$ cat src/rtl/wdt_pkg.sv
package wdt_pkg;
  localparam logic [1:0] MODE_NORMAL = 2'b00;

  typedef enum logic [1:0] {
    TAP_SLOW = 2'd0,
    TAP_FAST = 2'd1,
    TAP_RC   = 2'd2
  } wdtTap_e;

  typedef struct packed {
    logic    clearAll;
    logic    clearPre;
    logic    countTick;
    wdtTap_e tapSel;
  } wdtStrb_t;
endpackage

$ cat src/rtl/wdt_ctrl.sv
module wdt_ctrl
  import wdt_pkg::*;
(
  input  logic       clk,
  input  logic       rstN,
  input  logic       cpuTick,
  input  logic       rcTick,
  input  logic       srcSel,
  input  logic       rateSel,
  input  logic       clrStrobe,
  input  logic [1:0] cpuMode,
  output wdtStrb_t   strb
);
  logic [1:0] cfgQ;
  logic       runEn;

  always_ff @(posedge clk or negedge rstN) begin
    if (!rstN) cfgQ <= 2'b00;
    else       cfgQ <= {srcSel, rateSel};
  end

  assign runEn = (cpuMode == MODE_NORMAL);

  always_comb begin
    strb.clearAll  = clrStrobe | ~runEn;
    strb.clearPre  = (cfgQ != {srcSel, rateSel});
    strb.countTick = runEn & (srcSel ? rcTick : cpuTick);
    if (srcSel)       strb.tapSel = TAP_RC;
    else if (rateSel) strb.tapSel = TAP_FAST;
    else              strb.tapSel = TAP_SLOW;
  end
endmodule

$ cat src/rtl/wdt_datapath.sv
module wdt_datapath
  import wdt_pkg::*;
#(
  parameter int SLOW_LOG2  = 14,
  parameter int FAST_LOG2  = 8,
  parameter int RC_LOG2    = 9,
  parameter int FINAL_LOG2 = 4
) (
  input  logic     clk,
  input  logic     rstN,
  input  wdtStrb_t strb,
  output logic     resetReq
);
  localparam int PRE_W_A = (SLOW_LOG2 > FAST_LOG2) ? SLOW_LOG2 : FAST_LOG2;
  localparam int PRE_W   = (PRE_W_A > RC_LOG2) ? PRE_W_A : RC_LOG2;
  localparam logic [PRE_W-1:0] MASK_SLOW = PRE_W'((64'd1 << SLOW_LOG2) - 64'd1);
  localparam logic [PRE_W-1:0] MASK_FAST = PRE_W'((64'd1 << FAST_LOG2) - 64'd1);
  localparam logic [PRE_W-1:0] MASK_RC   = PRE_W'((64'd1 << RC_LOG2) - 64'd1);

  logic [PRE_W-1:0]      preCnt;
  logic [FINAL_LOG2-1:0] finCnt;
  logic [PRE_W-1:0]      tapMask;
  logic                  incEn, stageCarry, overflow;

  always_comb begin
    unique case (strb.tapSel)
      TAP_FAST: tapMask = MASK_FAST;
      TAP_RC:   tapMask = MASK_RC;
      default:  tapMask = MASK_SLOW;
    endcase
  end

  assign incEn      = strb.countTick & ~strb.clearAll & ~strb.clearPre;
  assign stageCarry = incEn & ((preCnt & tapMask) == tapMask);
  assign overflow   = stageCarry & (&finCnt);

  always_ff @(posedge clk or negedge rstN) begin
    if (!rstN) begin
      preCnt   <= '0;
      finCnt   <= '0;
      resetReq <= 1'b0;
    end else begin
      resetReq <= overflow;
      if (strb.clearAll || overflow) begin
        preCnt <= '0;
        finCnt <= '0;
      end else if (strb.clearPre) begin
        preCnt <= '0;
      end else if (stageCarry) begin
        preCnt <= '0;
        finCnt <= finCnt + 1'b1;
      end else if (incEn) begin
        preCnt <= preCnt + 1'b1;
      end
    end
  end


  single_pulse_chk: assert property (@(posedge clk) disable iff (!rstN)
    resetReq |=> !resetReq);

  restart_zero_chk: assert property (@(posedge clk) disable iff (!rstN)
    resetReq |-> (preCnt == '0 && finCnt == '0));

  full_stage_chk: assert property (@(posedge clk) disable iff (!rstN)
    resetReq |-> $past(&finCnt));

  hold_clear_chk: assert property (@(posedge clk) disable iff (!rstN)
    strb.clearAll |=> (preCnt == '0 && finCnt == '0 && !resetReq));

  cfg_clear_chk: assert property (@(posedge clk) disable iff (!rstN)
    (strb.clearPre && !strb.clearAll) |=> (preCnt == '0 && $stable(finCnt)));
endmodule

$ cat src/rtl/wdt_reset_timer.sv
module wdt_reset_timer
  import wdt_pkg::*;
#(
  parameter int SLOW_LOG2  = 14,
  parameter int FAST_LOG2  = 8,
  parameter int RC_LOG2    = 9,
  parameter int FINAL_LOG2 = 4
) (
  input  logic       clk,
  input  logic       rstN,
  input  logic       cpuTick,
  input  logic       rcTick,
  input  logic       srcSel,
  input  logic       rateSel,
  input  logic       clrStrobe,
  input  logic [1:0] cpuMode,
  output logic       resetReq
);
  wdtStrb_t strb;

  wdt_ctrl u_ctrl (
    .clk       (clk),
    .rstN      (rstN),
    .cpuTick   (cpuTick),
    .rcTick    (rcTick),
    .srcSel    (srcSel),
    .rateSel   (rateSel),
    .clrStrobe (clrStrobe),
    .cpuMode   (cpuMode),
    .strb      (strb)
  );

  wdt_datapath #(
    .SLOW_LOG2  (SLOW_LOG2),
    .FAST_LOG2  (FAST_LOG2),
    .RC_LOG2    (RC_LOG2),
    .FINAL_LOG2 (FINAL_LOG2)
  ) u_dp (
    .clk      (clk),
    .rstN     (rstN),
    .strb     (strb),
    .resetReq (resetReq)
  );
endmodule

$ cat config.mk
export PLATFORM = sky130hd
export DESIGN_NAME = wdt_reset_timer
export DESIGN_NICKNAME = d
export VERILOG_FILES = /design/src/rtl/wdt_pkg.sv /design/src/rtl/wdt_ctrl.sv /design/src/rtl/wdt_datapath.sv /design/src/rtl/wdt_reset_timer.sv
export SDC_FILE = /design/constraint.sdc
export NUM_CORES = 1
export LEC_CHECK = 0
export BUFFER_PORTS_ARGS = -buffer_cell sky130_fd_sc_hd__buf_2
export CORE_AREA = 2 2 48 50
export CTS_BUF_LIST = sky130_fd_sc_hd__clkbuf_8
export CTS_CLUSTER_SIZE = 16
export DETAILED_ROUTE_END_ITERATION = 10
export DIE_AREA = 0 0 50 52
export PLACE_DENSITY = 0.84
export SKIP_CTS_REPAIR_TIMING = 1
export SLEW_MARGIN = 20
export SYNTH_ARGS = -nofsm -noshare
export SYNTH_HDL_FRONTEND = slang
export SYNTH_SLANG_ARGS = --single-unit
$ cat constraint.sdc
create_clock -name clk -period 2.7 [get_ports clk]
set_input_delay 0.405 -clock clk [delete_from_list [all_inputs] [get_ports clk]]
set_output_delay 0.405 -clock clk [all_outputs]
set_load 0.01 [all_outputs]
# Yosys cells after proc, flatten, opt, wreduce, memory -nomap -nowiden
# Index checks and enable logic that the tools add are counted.
totals:
  regBits: 21
  input_bits: 9
  output_inout_bits: 1
  word_cells: 38
op_classes:
  addsub: 2
  eq_ne: 5
  muxes: 11
  n_bitwise: 10
  n_reduce_logical: 6
op_table:
  columns: ["op", "n"]
  rows:
  - ["$mux W14", 4]
  - ["$pmux W14 S2", 1]
  - ["$add A14 B1 Y14 const B", 1]
  - ["$and A14 B14 Y14", 1]
  - ["$eq A14 B14 Y1", 1]
  - ["$mux W4", 3]
  - ["$and A1 B1 Y1", 5]
  - ["$add A4 B1 Y4 const B", 1]
  - ["$reduce_and A4 Y1", 1]
  - ["$reduce_bool A4 Y1", 1]
  - ["$not A1 Y1", 3]
  - ["$eq A2 B1 Y1 const B", 1]
  - ["$eq A2 B2 Y1 const B", 1]
  - ["$logic_not A2 Y1", 1]
  - ["$mux W1", 2]
  - ["$mux W2", 1]
  - ["$ne A2 B2 Y1", 1]
  - ["$ne A2 B2 Y1 const B", 1]
  - ["$reduce_and A2 Y1", 1]
  - ["$reduce_bool A2 Y1", 1]
  - ["$logic_or A1 B1 Y1", 1]
  - ["$or A1 B1 Y1", 1]

# Depth between registers and ports, before layout
# Gate-level depths: netlist of run 1.
depth:
  word_depth: 11
  mapped_depth: 7
  mapped_depth_nobuf: 6

# Hierarchy
# From an unflattened synthesis of run 1, not the netlist that was laid out.
hier_totals:
  hier_cells: 138
  area_unflattened_um2: 1288.7
modules_own_cells:
  columns: ["module", "instances", "cells_each", "area_each_um2", "seq_area_each_um2"]
  rows:
  - ["wdt_datapath", 1, 128, 1176.1, 475.5]
  - ["wdt_ctrl", 1, 10, 112.6, 50.0]

# Least setup slack after synthesis of run 1
# OpenSTA, ideal clock, no wires.
synth_path:
  kind: "register -> register"
  startpoint: "register u_dp.preCnt[9]"
  endpoint: "register u_dp.preCnt[12]"
  setup_ns: 0.077
  arrival_ns: 1.808
  t_required_ns: 2.623
  slack_ns: 0.814
  stages_incl_launch_ff: 7
  path_buffers: 1
  synth_period_minus_slack_ns: 1.886
  path_cell_list: "dfrtp_1 and3_1 a311o_1 and3_4 buf_6 or4b_1 a21oi_1"
synth_between:
  elab_chain_len: 6
  word_cells_on_any_way: 11
  cone_classes: "add/sub (1); eq/ne (1); mux (4); bitwise (3); reduce/logical (2)"
synth_lines:
  columns: ["item", "line_no", "source"]
  rows:
  - ["from (decl)", "wdt_datapath.sv:20", "logic [PRE_W-1:0] preCnt;"]
  - ["from (signal assigned)", "wdt_datapath.sv:53", "preCnt <= preCnt + 1'b1;"]
  - ["parallel branches: the longest is 6 deep, another holds $add A14 B1 Y14", null, null]
# Parallel ways; which one is timed is not known. The select of a mux whose other input is x is not followed.
# A chain may end at the register's enable or synchronous reset.

# Final worst setup path of run 1
layout_path:
  startpoint: "register u_dp.preCnt[0]"
  endpoint: "register u_dp.finCnt[3]"
layout_between:
  elab_chain_len: 7
  word_cells_on_any_way: 9
  cone_classes: "eq/ne (2); mux (1); bitwise (3); reduce/logical (3)"
layout_lines:
  columns: ["item", "line_no", "source"]
  rows:
  - ["$and A14 B14 Y14 (*)", "wdt_datapath.sv:34", "assign stageCarry = incEn & ((preCnt & tapMask) == tapMask);"]
  - ["$eq A14 B14 Y1 (*)", "wdt_datapath.sv:34", null]
  - ["$and A1 B1 Y1 (*)", "wdt_datapath.sv:34", null]
  - ["$and A1 B1 Y1", "wdt_datapath.sv:35", "assign overflow = stageCarry & (&finCnt);"]
  - ["$logic_or A1 B1 Y1", "wdt_datapath.sv:44", "if (strb.clearAll || overflow) begin"]
  - ["$ne A2 B2 Y1 (no line) or $reduce_bool A2 Y1 (tied branches)", null, null]
  - ["$reduce_and A2 Y1 (no line)", null, null]
  - ["to (signal assigned)", "wdt_datapath.sv:51", "finCnt <= finCnt + 1'b1;"]
  - ["to (decl)", "wdt_datapath.sv:21", "logic [FINAL_LOG2-1:0] finCnt;"]
# Mark *: on every way between the ends. The rest lies on a longest branch, timed or not.

==> results of run 1 <==
==> per-stage QoR <==
step / power (W) / util [%] / cells / hold WS, ns
floorplan: 0.000341 / - / 132 / 0.109
detailed placement: 0.000360 / 59.0 / 164 / 0.380
finish: 0.000551 / 61.1 / 168 / 0.0838
CTS: 0.000554 / 61.1 / 168 / 0.0997
global placement: 0.000358 / 59.0 / 164 / 0.383
global route: 0.000568 / 61.1 / 168 / 0.125
==> worst max-delay path, stage by stage (launching register included) <==
cell and delay [ns]:
dfrtp_1 0.41, ha_1 0.19, nand3_1 0.14, nor2_1 0.20
nand3_1 0.36, or4_1 0.58, a21oi_1 0.15
==> kinds of logic (layout without fill, tap and decap cells) <==
family | after synthesis | after routing
AO/OA/AOI/OAI | 23 | 23
XOR/XNOR | 6 | 6
adder cells (fa/ha/maj) | 2 | 2
buffers and inverters | 9 | 17
flip-flops | 21 | 21
multiplexers | 2 | 2
AND/OR/NAND/NOR | 69 | 69
==> cells in the mapped netlist <==
library cell   n  share of area, %
o31ai_1        1              0.63
nand3_1       15               6.3
and3_4         1              0.94
nand2_1       16               5.0
a2bb2oi_1      2               1.5
nor3_2         1              0.84
and4_1         1              0.73
clkbuf_1       4               1.3
nor2b_1        1              0.52
a41oi_1        1              0.73
mux2i_1        2               1.7
xnor2_1        5               3.7
ha_1           2               2.1
a311o_1        1              0.84
or4b_1         1              0.84
nor2_1         6               1.9
a31oi_1        1              0.52
or2b_1         1              0.63
o21ai_2        1              0.73
nor4_1         2               1.0
a21oi_1       12               5.0
buf_4          1              0.63
buf_6          2               1.9
nand3b_1       1              0.63
nor3_1         6               2.5
o21ai_0        3               1.3
xor2_1         1              0.73
dfrtp_1       21                44
and3_1         3               1.6
o31a_1         1              0.73
or3_1          5               2.6
or4_1          5               3.1
nand4_1        4               2.1
inv_1          2              0.63
==> layout by cell type, fill, tap and decap left out, types with 4 or more instances in the layout <==
cell | synthesis | final
nor2_1 | 6 | 6
buf_2 | 0 | 9
dfrtp_1 | 21 | 21
nand2_1 | 16 | 16
nand4_1 | 4 | 4
xnor2_1 | 5 | 5
a21oi_1 | 12 | 12
nor3_1 | 6 | 6
or4_1 | 5 | 5
or3_1 | 5 | 5
nand3_1 | 15 | 15
==> final cells by class <==
class,count,area [µm²]
Sequential cell,21,526
Fill cell,173,818
Clock buffer,3,41.3
Multi-Input combinational cell,102,614
Clock inverter,1,3.75
Inverter,2,7.51
Tap cell,28,35.0
Timing Repair Buffer,11,60.1
==> state kept, by name, indices dropped and copies added (netlist names) <==
signal,flops
u_dp.finCnt,4
u_ctrl.cfgQ,2
u_dp.resetReq,1
u_dp.preCnt,14
==> how the worst max path moves through the flow <==
stage	from	end	cells past startpoint
2_1_floorplan	u_dp.preCnt[9]	u_dp.preCnt[12]	6
3_3_place_gp	srcSel	u_dp.finCnt[3]	6
3_5_place_dp	srcSel	u_dp.finCnt[3]	6
4_1_cts	u_dp.preCnt[0]	u_dp.finCnt[3]	6
5_1_grt	u_dp.preCnt[0]	u_dp.finCnt[2]	6
6_report	u_dp.preCnt[0]	u_dp.finCnt[3]	6
==> power breakdown <==
part	switching, W	total [W]	internal (W)
logic	0.0000238	0.0000362	0.0000124
clock network	0.0000961	0.000197	0.000101
registers	0.000000962	0.000317	0.000316
==> routing by layer <==
| metal | vias up | routed length [µm] | share of wire, % |
|---|---|---|---|
| li1 | 506 | - | - |
| met1 | 491 | 1040 | 45 |
| met2 | 25 | 1180 | 50 |
| met3 | 5 | 70 | 3.0 |
| met4 | 0 | 47 | 2.0 |
| met5 | - | 0 | 0 |
==> results.cfg, run 1 <==
[run_status]
outcome = finished clean

[min_path]
hold_path_class = input port to asynchronous set/reset pin

[drt]
drt_iter0_markers = 29
drtAntennaViolNets = 0
via_per_inst = 6.11
vias = 1027
drc = 0
wl_um = 2340
wl_per_cell_um = 13.9
drtPass1Iterations = 4

[sta]
setup_ws_ns = 0.590
slew_violations = 0
hold_viol = 0
fin_crit_ns = 2.11
rsz0062_at_grt = no
worst_pin_slew_ns = 0.448
period_share_pct = 78.1
fmax_mhz = 474
setup-violations-final = 0
setup_tns_ns = 0
worst_clock_skew_ns = 0.00135
max_slew_margin_pct = 70.1

[die]
die_y_um = 52
fp.dieW_um = 50
dieArea_um2 = 2600
coreArea_um2 = 2110
io_pins = 10
num_rows = 17
initial_core_util_pct = 56.6

[place]
place.port_buffers = 9
placed_cell_area_um2 = 1240
place_ws_ns = 0.613
dp_hpwl_um = 1650
place_congestion = 0.824

[grt]
use_met2_pct = 33.6
grt_remaining_overflow = 0
grt_pass1_vias = 880
grt_max_degree = 22
grtUsageTotal_pct = 19.3
grt_first_pass_wirelength_um = 3770
top_usage_layer = met2
antenna_found_initial = 0
grt_use_met3_pct = 1.72
use_met1_pct = 23.7

[worst_setup_path]
endpoint_kind = register
reg2reg_from = u_dp.preCnt[0]
arrival_ns = 2.30
reg2reg_slack_ns = 0.59
r2r-end = u_dp.finCnt[3]
reg2reg_depth = 6
crit_required_ns = 2.89
start_kind = register
worst-path-max-fanout = 12
worstSetupPathType = register to register

[cts]
cts_tree = done
htreeDepth = 1
clockBufferDepth = 2
path_clk_slew_ns = 0.07
cts_made_buffers = 3
clock-sinks = 21
clk_latency_ns = 0.26
clockRootBuffer = clkbuf_8

[cells_and_area]
antenna_cells = 0
drive_above_1_share_pct = 12.1
final_cell_area_um2 = 1290
finalNetCount = 152
area_growth_pct = 7.97

[synth]
syn_area_um2 = 1190
synth_compound_area_share_pct = 12.0
synthMuxAreaShare_pct = 1.68
synth_top_family_by_area = simple AND/OR/NAND/NOR gates
synth_seq_area_share_pct = 44.1
synthAdderAreaFrac_pct = 2.10
synth_cell_type_count = 34
synth_nets = 143
ys_ff_latch = 21
synthSimpleGateAreaFrac_pct = 31.4
syn_inst = 132
ys_warn_count = 0
syn_avg_cell_area_um2 = 9.03
synth_xor_area_share_pct = 4.41

[pwr]
leakage_nw = 0.504
worst_ir_drop_vdd_uv = 279
powerDensity_nw_per_um2 = 428

[flow_run]
max-cap-violations = 0
No activity file was read; power rests on OpenSTA's default activity.
==> run 2, diff against run 1 <==
ABC_AREA = 1   (was unset)
CORE_AREA = 2 2 52 54   (was 2 2 48 50)
DIE_AREA = 0 0 54 56   (was 0 0 50 52)
clock period = 2.1 ns   (was 2.7 ns; I/O delays follow)
==> run 2 against run 1 <==
Against the previous run:
- the run now ends with negative hold slack left
- critical path depth rose by 3
- global-route usage up 1.1 points
- fmax up 20%
- synthesized area increased by 19%
- via count increased by 21%
- sequential share of layout area down 6.6 points
- combinational power increased by 48%
- clock skew is 0.0030 ns higher
- critical endpoint is now u_dp.preCnt[13]
- highest routed layer unchanged
==> results.cfg, run 2 <==
[cells_and_area]
top_regs = u_dp.preCnt x14, u_dp.finCnt x4, u_ctrl.cfgQ x2
antenna_cells = 0
largest_reg_flops = 14
final_common_cell = nand2_1
fill_cells = 209
regMostFlops = u_dp.preCnt
area_growth_pct = 8.01
most-common-layout-cells = 45 x nand2_1, 30 x inv_1, 26 x nand3_1
drive_above_1_share_pct = 20.4
finalNetCount = 213

[grt]
grt_max_degree = 22
top_usage_layer = met2
grt_first_pass_wirelength_um = 4700
grtUsageTotal_pct = 20.5
use_met1_pct = 24.4
antenna_found_initial = 0
grt_use_met3_pct = 3.76
grt_remaining_overflow = 0
use_met2_pct = 34.8
grt_pass1_vias = 1162

[synth]
yosys.area.top_type = dfrtp_1
syn_inst = 189
synth-main-ff-cell = dfrtp_1
ys_ff_latch = 21
synthArstFlopShare_pct = 100
synth_enable_flop_cells = 0
syn_area_um2 = 1420
synth_most_common_cell = nand2_1
synth_nets = 200
synth_top_cells_by_count = 45 x nand2_1, 30 x inv_1, 26 x nand3_1
synth_seq_area_share_pct = 37.0
syn_avg_cell_area_um2 = 7.52
synth.area.top_cells = dfrtp_1 37%, nand2_1 12%, nand3_1 9.2%
synth_top_area_share_pct = 37.0
synth_cell_type_count = 25
ys_warn_count = 0

[die]
fp.dieW_um = 54
coreArea_um2 = 2430
dieArea_um2 = 3020
io_pins = 10
num_rows = 18
initial_core_util_pct = 58.4
die_y_um = 56

[worst_setup_path]
r2r-end = u_dp.preCnt[13]
max_stage_delay_ns = 0.39
worstSetupPathType = register to register
reg2reg_from = u_dp.preCnt[0]
critical_path.top_delay_family = flip-flops
crit_required_ns = 2.29
timing.critical_path.mode_cell = nand2_1
worst-path-buf-inv = 2
worst-path-max-fanout = 8
reg2reg_slack_ns = 0.33
arrival_ns = 1.96
start_kind = register
cp_slowest_cell = dfrtp_1
reg2reg_depth = 9
path_cells = ha_1 > nand2_1 > nor2_4 > nand2_1 > inv_1 > a21oi_2 > buf_4 > nand2_1 > a21oi_1
endpoint_kind = register

[sta]
slew_violations = 0
worst_clock_skew_ns = 0.00435
fmax_mhz = 566
worst_pin_slew_ns = 0.469
fin_crit_ns = 1.77
setup_ws_ns = 0.335
rsz0062_at_grt = no
setup-violations-final = 0
max_slew_margin_pct = 68.7
setup_tns_ns = 0
holdWs_ns = -0.00628
period_share_pct = 84.1
hold_viol = 6

[cts]
clockRootBuffer = clkbuf_8
cts_tree = done
clock-sinks = 21
htreeDepth = 1
clk_latency_ns = 0.26
path_clk_slew_ns = 0.08
clockBufferDepth = 2
cts_made_buffers = 3

[drt]
drt_iter0_markers = 48
wl_um = 2820
vias = 1238
drtPass1Iterations = 4
wl_per_cell_um = 12.2
via_per_inst = 5.36
drtAntennaViolNets = 0
drc = 0

[flow_run]
max-cap-violations = 0

[place]
place_ws_ns = 0.375
place_congestion = 0.887
dp_hpwl_um = 2180
place.port_buffers = 9

[pwr]
powerDensity_nw_per_um2 = 472
power_w = 0.000725
leakage_nw = 0.802
worst_ir_drop_vdd_uv = 345

[min_path]
hold_path_class = input port to asynchronous set/reset pin

[run_status]
outcome = finished, violations left
violations = negative hold slack
## run 2: how the worst max path moves through the flow
stage	start	end	depth (start not counted)
floorplan	u_dp.preCnt[0]	u_dp.preCnt[0]	9
global placement	u_dp.preCnt[0]	u_dp.preCnt[6]	9
detailed placement	u_dp.preCnt[0]	u_dp.preCnt[6]	9
CTS	u_dp.preCnt[0]	u_dp.preCnt[6]	9
global route	u_dp.preCnt[0]	u_dp.preCnt[13]	9
finish	u_dp.preCnt[0]	u_dp.preCnt[13]	9
## run 2: kinds of logic after synthesis
| family | after synthesis | synth area share (%) |
|---|---|---|
| AOI/OAI and AO/OA | 14 | 7.31 |
| xor gates and xnor gates | 9 | 5.55 |
| adders and majority gates | 2 | 1.76 |
| buffers and inverters | 35 | 10.6 |
| DFF | 21 | 37.0 |
| and+or+nand+nor | 108 | 37.9 |
## run 2: metrics by stage
step,hold slack [ns],util [%],instances,cell area [µm²]
floorplan,0.0194,-,189,1420
global placement,0.288,61.2,227,1490
detailed placement,0.294,61.2,227,1490
CTS,0.00770,63.1,231,1540
global route,0.0317,63.1,231,1540
finish,-0.00628,63.1,231,1540
## run 2: area by class of cell
| cell class | instances | area (µm²) | area share [%] |
|---|---|---|---|
| timing repair buffer | 10 | 52.6 | 3.42 |
| clock inverter | 1 | 5.00 | 0.326 |
| sequential | 21 | 526 | 34.2 |
| clock buffer | 3 | 41.3 | 2.69 |
| multi-input combinational | 133 | 746 | 48.6 |
| inverter | 33 | 128 | 8.31 |
| tap | 30 | 37.5 | 2.44 |
## run 2: power by group
group	internal [W]	switching [W]	total, W
Clock	0.000132	0.000131	0.000263
Sequential	0.000406	0.00000113	0.000408
Combinational	0.0000163	0.0000374	0.0000537
## run 2: routing by layer
layer,vias to the layer above,wire [µm]
li1,624,-
met1,569,1240
met2,38,1400
met3,7,128
met4,0,61
met5,-,0
